`src/rtl/synth_reg_pkg.sv`:
```
package synth_reg_pkg;
  localparam int WORD_W  = 24;
  localparam int INT_W   = 9;
  localparam int FRAC_W  = 12;
  localparam int REFC_W  = 4;
  localparam int MUX_W   = 3;
  localparam int CP_W    = 3;
  localparam int MULT_W  = 4;
  localparam int NS_W    = 2;

  typedef enum logic [1:0] {
    DST_NDIV = 2'b00,
    DST_RDIV = 2'b01,
    DST_CTRL = 2'b10,
    DST_NSPR = 2'b11
  } dest_e;
endpackage

```
`src/rtl/edge_sync.sv`:
```
module edge_sync #(
  parameter int W      = 3,
  parameter int STAGES = 2
) (
  input  logic         clk,
  input  logic         rst_n,
  input  logic [W-1:0] async_in,
  output logic [W-1:0] sync_out
);
  logic [W-1:0] stg [STAGES];

  generate
    for (genvar i = 0; i < STAGES; i++) begin : g_stage
      always_ff @(posedge clk or negedge rst_n) begin
        if (!rst_n) stg[i] <= '0;
        else if (i == 0) stg[i] <= async_in;
        else stg[i] <= stg[(i == 0) ? 0 : i-1];
      end
    end
  endgenerate

  assign sync_out = stg[STAGES-1];
endmodule

```
`src/rtl/serial_shifter.sv`:
```
module serial_shifter
  import synth_reg_pkg::*;
(
  input  logic              clk,
  input  logic              rst_n,
  input  logic              sclk_s,
  input  logic              sdata_s,
  input  logic              le_s,
  output logic [WORD_W-1:0] word,
  output logic              load
);
  logic sclk_q, le_q;
  logic sclk_rise;

  assign sclk_rise = sclk_s & ~sclk_q;

  always_ff @(posedge clk or negedge rst_n) begin
    if (!rst_n) begin
      sclk_q <= 1'b0;
      le_q   <= 1'b0;
      word   <= '0;
      load   <= 1'b0;
    end else begin
      sclk_q <= sclk_s;
      le_q   <= le_s;
      load   <= le_s & ~le_q;
      if (sclk_rise) word <= {word[WORD_W-2:0], sdata_s};
    end
  end

  // the sampled bit enters at the LSB one cycle after the clock edge
  assert_shift_lsb_R1: assert property (@(posedge clk) disable iff (!rst_n)
    sclk_rise |=> (word[0] == $past(sdata_s)));
endmodule

```
`src/rtl/reg_bank.sv`:
```
module reg_bank
  import synth_reg_pkg::*;
(
  input  logic              clk,
  input  logic              rst_n,
  input  logic              load,
  input  logic [WORD_W-1:0] word,
  output logic [INT_W-1:0]  n_int,
  output logic [FRAC_W-1:0] n_frac,
  output logic              fastlock,
  output logic [REFC_W-1:0] ref_count,
  output logic [FRAC_W-1:0] mod_active,
  output logic [MUX_W-1:0]  mux_sel,
  output logic              presc_sel,
  output logic [FRAC_W-1:0] resync_delay,
  output logic              ctr_reset,
  output logic              pwr_down,
  output logic              pd_polarity,
  output logic [CP_W-1:0]   cp_code,
  output logic [MULT_W-1:0] resync_mult,
  output logic [NS_W-1:0]   ns_mode,
  output logic              chan_strobe
);
  localparam int FLD_LO = 2;
  localparam int FLD_HI = FLD_LO + FRAC_W - 1;

  dest_e             dst;
  logic              wr_n, wr_r, wr_c, wr_s, ld_ctl;
  logic [FRAC_W-1:0] mod_staged;
  logic [FRAC_W-1:0] fld12;

  assign dst    = dest_e'(word[1:0]);
  assign wr_n   = load && (dst == DST_NDIV);
  assign wr_r   = load && (dst == DST_RDIV);
  assign wr_c   = load && (dst == DST_CTRL);
  assign wr_s   = load && (dst == DST_NSPR);
  assign ld_ctl = word[WORD_W-1];
  assign fld12  = word[FLD_HI:FLD_LO];

  always_ff @(posedge clk or negedge rst_n) begin
    if (!rst_n) begin
      n_int <= '0; n_frac <= '0; fastlock <= 1'b0;
      mod_active <= '0; chan_strobe <= 1'b0;
    end else begin
      chan_strobe <= wr_n;
      if (wr_n) begin
        fastlock   <= word[23];
        n_int      <= word[22:14];
        n_frac     <= fld12;
        mod_active <= mod_staged;
      end
    end
  end

  always_ff @(posedge clk or negedge rst_n) begin
    if (!rst_n) begin
      ref_count <= '0; mod_staged <= '0; mux_sel <= '0;
      presc_sel <= 1'b0; resync_delay <= '0;
    end else if (wr_r) begin
      if (ld_ctl) begin
        resync_delay <= fld12;
      end else begin
        mux_sel    <= word[22:20];
        presc_sel  <= word[19];
        ref_count  <= word[17:14];
        mod_staged <= fld12;
      end
    end
  end

  always_ff @(posedge clk or negedge rst_n) begin
    if (!rst_n) begin
      ctr_reset <= 1'b0; pwr_down <= 1'b0; pd_polarity <= 1'b0;
      cp_code <= '0; resync_mult <= '0; ns_mode <= '0;
    end else begin
      if (wr_c) begin
        ctr_reset   <= word[3];
        pwr_down    <= word[4];
        pd_polarity <= word[6];
        cp_code     <= word[9:7];
        resync_mult <= word[13:10];
      end
      if (wr_s) ns_mode <= word[3:2];
    end
  end

  // the channel strobe lasts one cycle
  assert_strobe_single_R9: assert property (@(posedge clk) disable iff (!rst_n)
    chan_strobe |=> !chan_strobe);

  // the active modulus moves only alongside the channel strobe
  assert_mod_hold_R5: assert property (@(posedge clk) disable iff (!rst_n)
    !chan_strobe |-> $stable(mod_active));

  // an integer/fraction write promotes the staged modulus
  assert_mod_promote_R5: assert property (@(posedge clk) disable iff (!rst_n)
    wr_n |=> (mod_active == $past(mod_staged)));

  // a load-control write leaves the staged modulus alone
  assert_ldctl_keep_R6: assert property (@(posedge clk) disable iff (!rst_n)
    (wr_r && ld_ctl) |=> $stable(mod_staged));
endmodule

```
`src/rtl/synth_serial_regs.sv`:
```
module synth_serial_regs
  import synth_reg_pkg::*;
#(
  parameter int SYNC_STAGES = 2
) (
  input  logic              clk,
  input  logic              rst_n,
  input  logic              ser_clk,
  input  logic              ser_data,
  input  logic              ser_le,
  output logic [8:0]        n_int,
  output logic [11:0]       n_frac,
  output logic              fastlock,
  output logic [3:0]        ref_count,
  output logic [11:0]       mod_active,
  output logic [2:0]        mux_sel,
  output logic              presc_sel,
  output logic [11:0]       resync_delay,
  output logic              ctr_reset,
  output logic              pwr_down,
  output logic              pd_polarity,
  output logic [2:0]        cp_code,
  output logic [3:0]        resync_mult,
  output logic [1:0]        ns_mode,
  output logic              chan_strobe
);
  logic [2:0]        pins_s;
  logic [WORD_W-1:0] word;
  logic              load;

  edge_sync #(.W(3), .STAGES(SYNC_STAGES)) u_sync (
    .clk(clk), .rst_n(rst_n),
    .async_in({ser_le, ser_clk, ser_data}),
    .sync_out(pins_s)
  );

  serial_shifter u_shift (
    .clk(clk), .rst_n(rst_n),
    .sclk_s(pins_s[1]), .sdata_s(pins_s[0]), .le_s(pins_s[2]),
    .word(word), .load(load)
  );

  reg_bank u_bank (
    .clk(clk), .rst_n(rst_n), .load(load), .word(word),
    .n_int(n_int), .n_frac(n_frac), .fastlock(fastlock),
    .ref_count(ref_count), .mod_active(mod_active), .mux_sel(mux_sel),
    .presc_sel(presc_sel), .resync_delay(resync_delay),
    .ctr_reset(ctr_reset), .pwr_down(pwr_down), .pd_polarity(pd_polarity),
    .cp_code(cp_code), .resync_mult(resync_mult), .ns_mode(ns_mode),
    .chan_strobe(chan_strobe)
  );
endmodule

```
`config.mk`:
```
export PLATFORM = sky130hd
export DESIGN_NAME = synth_serial_regs
export DESIGN_NICKNAME = d
export VERILOG_FILES = /design/src/rtl/synth_reg_pkg.sv /design/src/rtl/edge_sync.sv /design/src/rtl/serial_shifter.sv /design/src/rtl/reg_bank.sv /design/src/rtl/synth_serial_regs.sv
export SDC_FILE = /design/constraint.sdc
export NUM_CORES = 1
export LEC_CHECK = 0
export CORE_MARGIN = 2
export CORE_UTILIZATION = 48
export DETAILED_ROUTE_END_ITERATION = 12
export GPL_ROUTABILITY_DRIVEN = 0
export HOLD_SLACK_MARGIN = 0.15
export PLACE_DENSITY = 0.85
export SETUP_SLACK_MARGIN = 0.15
export SLEW_MARGIN = 25
export SYNTH_ARGS = -nofsm -noshare
export SYNTH_HDL_FRONTEND = slang
export SYNTH_SLANG_ARGS = --single-unit
```
`constraint.sdc`:
```
create_clock -name clk -period 2.4 [get_ports clk]
set_clock_uncertainty 0.15 [all_clocks]
set_input_delay 0.36 -clock clk [delete_from_list [all_inputs] [get_ports clk]]
set_output_delay 0.36 -clock clk [all_outputs]
set_load 0.02 [all_outputs]
```
==> flow_summary.json <==
{
  "antenna_violations_before_repair": 0,
  "synth.cell_area_mm2": 0.004103,
  "clock_tree.root_cell": "sky130_fd_sc_hd__clkbuf_8",
  "numCtsBuffers": 9,
  "power.density_mw_per_mm2": 1015,
  "synth.ff_latch_count": 112,
  "power_leakage_nw": 2.379,
  "detail_route.wl_per_cell_um": 16.87,
  "clk-insertion-delay-late_ps": 350,
  "drive_above_1_share_pct": 39.49,
  "crit_start": "u_shift.word[1]",
  "cp_max_fo": 12,
  "fraction_of_registers_with_async_set_reset_pct": 100.0,
  "post_synth_most_frequent_cells": "sky130_fd_sc_hd__dfrtp_1, sky130_fd_sc_hd__mux2_2, sky130_fd_sc_hd__buf_2",
  "max_freq_mhz": 530.0,
  "status": "finished, final reports clean",
  "synth.yosys.seq_area_share_pct": 68.31,
  "final.hold.worst_slack_ps": 204.9,
  "vdd.ir_drop.worst_mv": 0.3975,
  "detail_route.wirelength_um": 7070,
  "number_of_optimization_iterations_in_the_first_detailed_route_pass": 4,
  "worst-endpoint-arrival_ps": 1970,
  "synth_flop_cell": "sky130_fd_sc_hd__dfrtp_1",
  "met2_usage_pct": 26.85,
  "num_vias": 2184,
  "synth_edf_count": 0,
  "design.core.area_mm2": 0.008258,
  "yosysTopAreaCellShare_pct": 68.31,
  "maxCapViolCount": 0,
  "setup_total_negative_slack_ps": 0,
  "globalRoute.totalOverflow": 0,
  "wire_length_of_the_first_global_routing_pass_um": 11750,
  "holdPathStages": 0,
  "setup.worst_path.class": "reg2reg",
  "global_route.usage.met1_pct": 22.85,
  "grt_max_degree": 59,
  "start_util_pct": 49.68,
  "area_growth_pct": 24.70,
  "post-route-drc-count": 0,
  "cts_tree": "yes",
  "post_cts.repair.setup_buffers": 0,
  "synth_largest_area_cell": "sky130_fd_sc_hd__dfrtp_1",
  "met3_usage_pct": 3.724,
  "critical_path.cell_chain": "nand4b_1 -> mux2_2",
  "start_kind": "flip-flop",
  "hold_path.startpoint": "u_sync.stg[3]",
  "dieWidth_um": 96.45,
  "synth.avg_cell_area_um2": 17.76,
  "synth.lib_cells_used.distinct": 12,
  "fin_crit_sh_pct": 78.61,
  "final-setup-viol-count": 0,
  "grt_busiest_layer": "met2",
  "critical_path.reg2reg.endpoint": "u_bank.resync_delay[5]",
  "crit-reg2reg-launch": "u_shift.word[1]",
  "dr.first_iter.drc_count": 58,
  "hold_end": "u_sync.sync_out[0]",
  "setup_repair_after_global_routing_missed_its_margin": "false",
  "post_synthesis_net_count": 236,
  "worst-endpoint-required_ps": 2490,
  "grt_pass1_vias": 2289,
  "pin_count": 72,
  "final_period_minus_worst_setup_slack_ps": 1887,
  "post_synth_inst_count": 231,
  "final_net_count": 314,
  "finalPower_mw": 5.190,
  "antenna_violating_nets_post_route": 0,
  "placedInstanceArea_mm2": 0.004921,
  "floorplan.die.height_um": 96.45,
  "setup.worst_path.end_class": "flip-flop",
  "die_area_mm2": 0.009303,
  "synthMostInstantiatedCell": "sky130_fd_sc_hd__dfrtp_1",
  "clock_pin_slew_on_the_worst_setup_and_hold_paths_ps": 90,
  "core.rowCount": 33,
  "final_design_area_no_fill_mm2": 0.005116,
  "worst_margin_pin_slew_ps": 685.2,
  "cts-root-to-sink-buffers": 2,
  "synth-warning-count": 0,
  "hold_class": "reg2reg",
  "antenna-diode-count": 0,
  "number_of_hold_slack_violations_in_the_final_timing_report": 0,
  "ys_top_cells_by_area": "sky130_fd_sc_hd__dfrtp_1, sky130_fd_sc_hd__mux2_2, sky130_fd_sc_hd__buf_6",
  "r2r_setup_slack_ps": 510,
  "r2r_cells": 2,
  "slew_headroom_pct": 54.08,
  "standard_cell_with_the_maximum_stage_delay_on_the_critical_path": "sky130_fd_sc_hd__nand4b_1",
  "slew_viol_final": 0,
  "h-tree-depth": 3,
  "critical-path-max-stage-delay_ps": 660,
  "detailed_place_hpwl_um": 4841,
  "grtUsageTotal_pct": 16.84,
  "tritoncts_num_sinks": 112,
  "buffer_ports.inserted": 71,
  "avgViaCountPerCell": 5.212
}
## routing by layer
layer | share of wire, % | up-vias
met5 | 0 | -
li1 | - | 970
met3 | 4.6 | 10
met1 | 45 | 1145
met2 | 49 | 59
met4 | 1.3 | 0
## cell usage in the layout (no fill, tap or decap)
cell	netlist	routed
sky130_fd_sc_hd__dfrtp_1	112	112
sky130_fd_sc_hd__mux2_2	101	101
sky130_fd_sc_hd__clkdlybuf4s50_1	0	70
sky130_fd_sc_hd__clkbuf_8	2	12
sky130_fd_sc_hd__buf_4	0	4
sky130_fd_sc_hd__clkbuf_1	0	2
sky130_fd_sc_hd__buf_12	0	2
sky130_fd_sc_hd__nor3b_4	1	1
sky130_fd_sc_hd__nor2b_1	2	1
sky130_fd_sc_hd__nor2b_2	0	1
sky130_fd_sc_hd__nand3_1	1	1
sky130_fd_sc_hd__nand3b_1	1	1
sky130_fd_sc_hd__and4bb_2	1	1
sky130_fd_sc_hd__nand4b_1	1	1
sky130_fd_sc_hd__mux2_1	1	1
sky130_fd_sc_hd__clkinv_2	0	1
sky130_fd_sc_hd__clkinvlp_4	0	1
sky130_fd_sc_hd__dlygate4sd3_1	0	1
## final cells by class
cell class / instances / area (um^2)
Multi-Input combinational cell: 109 / 1216
Timing Repair Buffer: 77 / 780.7
Clock inverter: 2 / 12.51
Tap cell: 105 / 131.4
Fill cell: 651 / 3142
Sequential cell: 112 / 2803
Clock buffer: 14 / 172.7
## worst max path at each step
stage	to	cells past startpoint	slack, ps
3_5_place_dp	u_bank.resync_delay[3]	2	500
2_1_floorplan	u_bank.n_frac[0]	3	800
3_3_place_gp	u_bank.mod_staged[10]	2	540
6_report	u_bank.resync_delay[5]	2	510
4_1_cts	u_bank.resync_delay[5]	2	490
5_1_grt	u_bank.resync_delay[0]	2	400
## metrics by stage
step	worst slack [ps]	instances	util [%]
CTS	492.1	419	61.95
finish	513.3	419	61.95
detailed placement	503.3	402	59.59
global route	402.1	419	61.95
floorplan	797.3	231	-
global placement	541.7	402	59.59
## report_power, final
part | switching, mW | internal, mW | leakage [nW] | total [mW]
Combinational | 0.626 | 0.827 | 0.813 | 1.45
Clock | 0.562 | 0.463 | 0.0927 | 1.03
Sequential | 0.355 | 2.36 | 1.47 | 2.71
## cells by family after synthesis
group / count (synthesis) / synth area share (%)
buffers and inverters: 10 / 2.104
flip-flops: 112 / 68.31
multiplexers: 102 / 28.00
AND/OR/NAND/NOR: 7 / 1.586
## state kept, by name, summed over array words and instances (netlist names), 4 cells and up
name                 count
u_bank.n_int             9
u_bank.mod_staged       12
u_bank.resync_delay     12
u_bank.resync_mult       4
u_bank.mod_active       12
u_bank.n_frac           12
u_shift.word            24
u_bank.ref_count         4
## worst max-delay path: cells and delay by family, from the launching register on
kind,cells,cell delay [ps]
flip-flops,1,460
multiplexers,1,500
AND/OR/NAND/NOR,1,660
## repair_timing
item / 4_1_cts / 5_1_grt
hold buffers: 1 / 0
gates resized for setup: 0 / 0
endpoints found under the hold margin: 36 / 0
No activity file was read; power rests on OpenSTA's default activity.
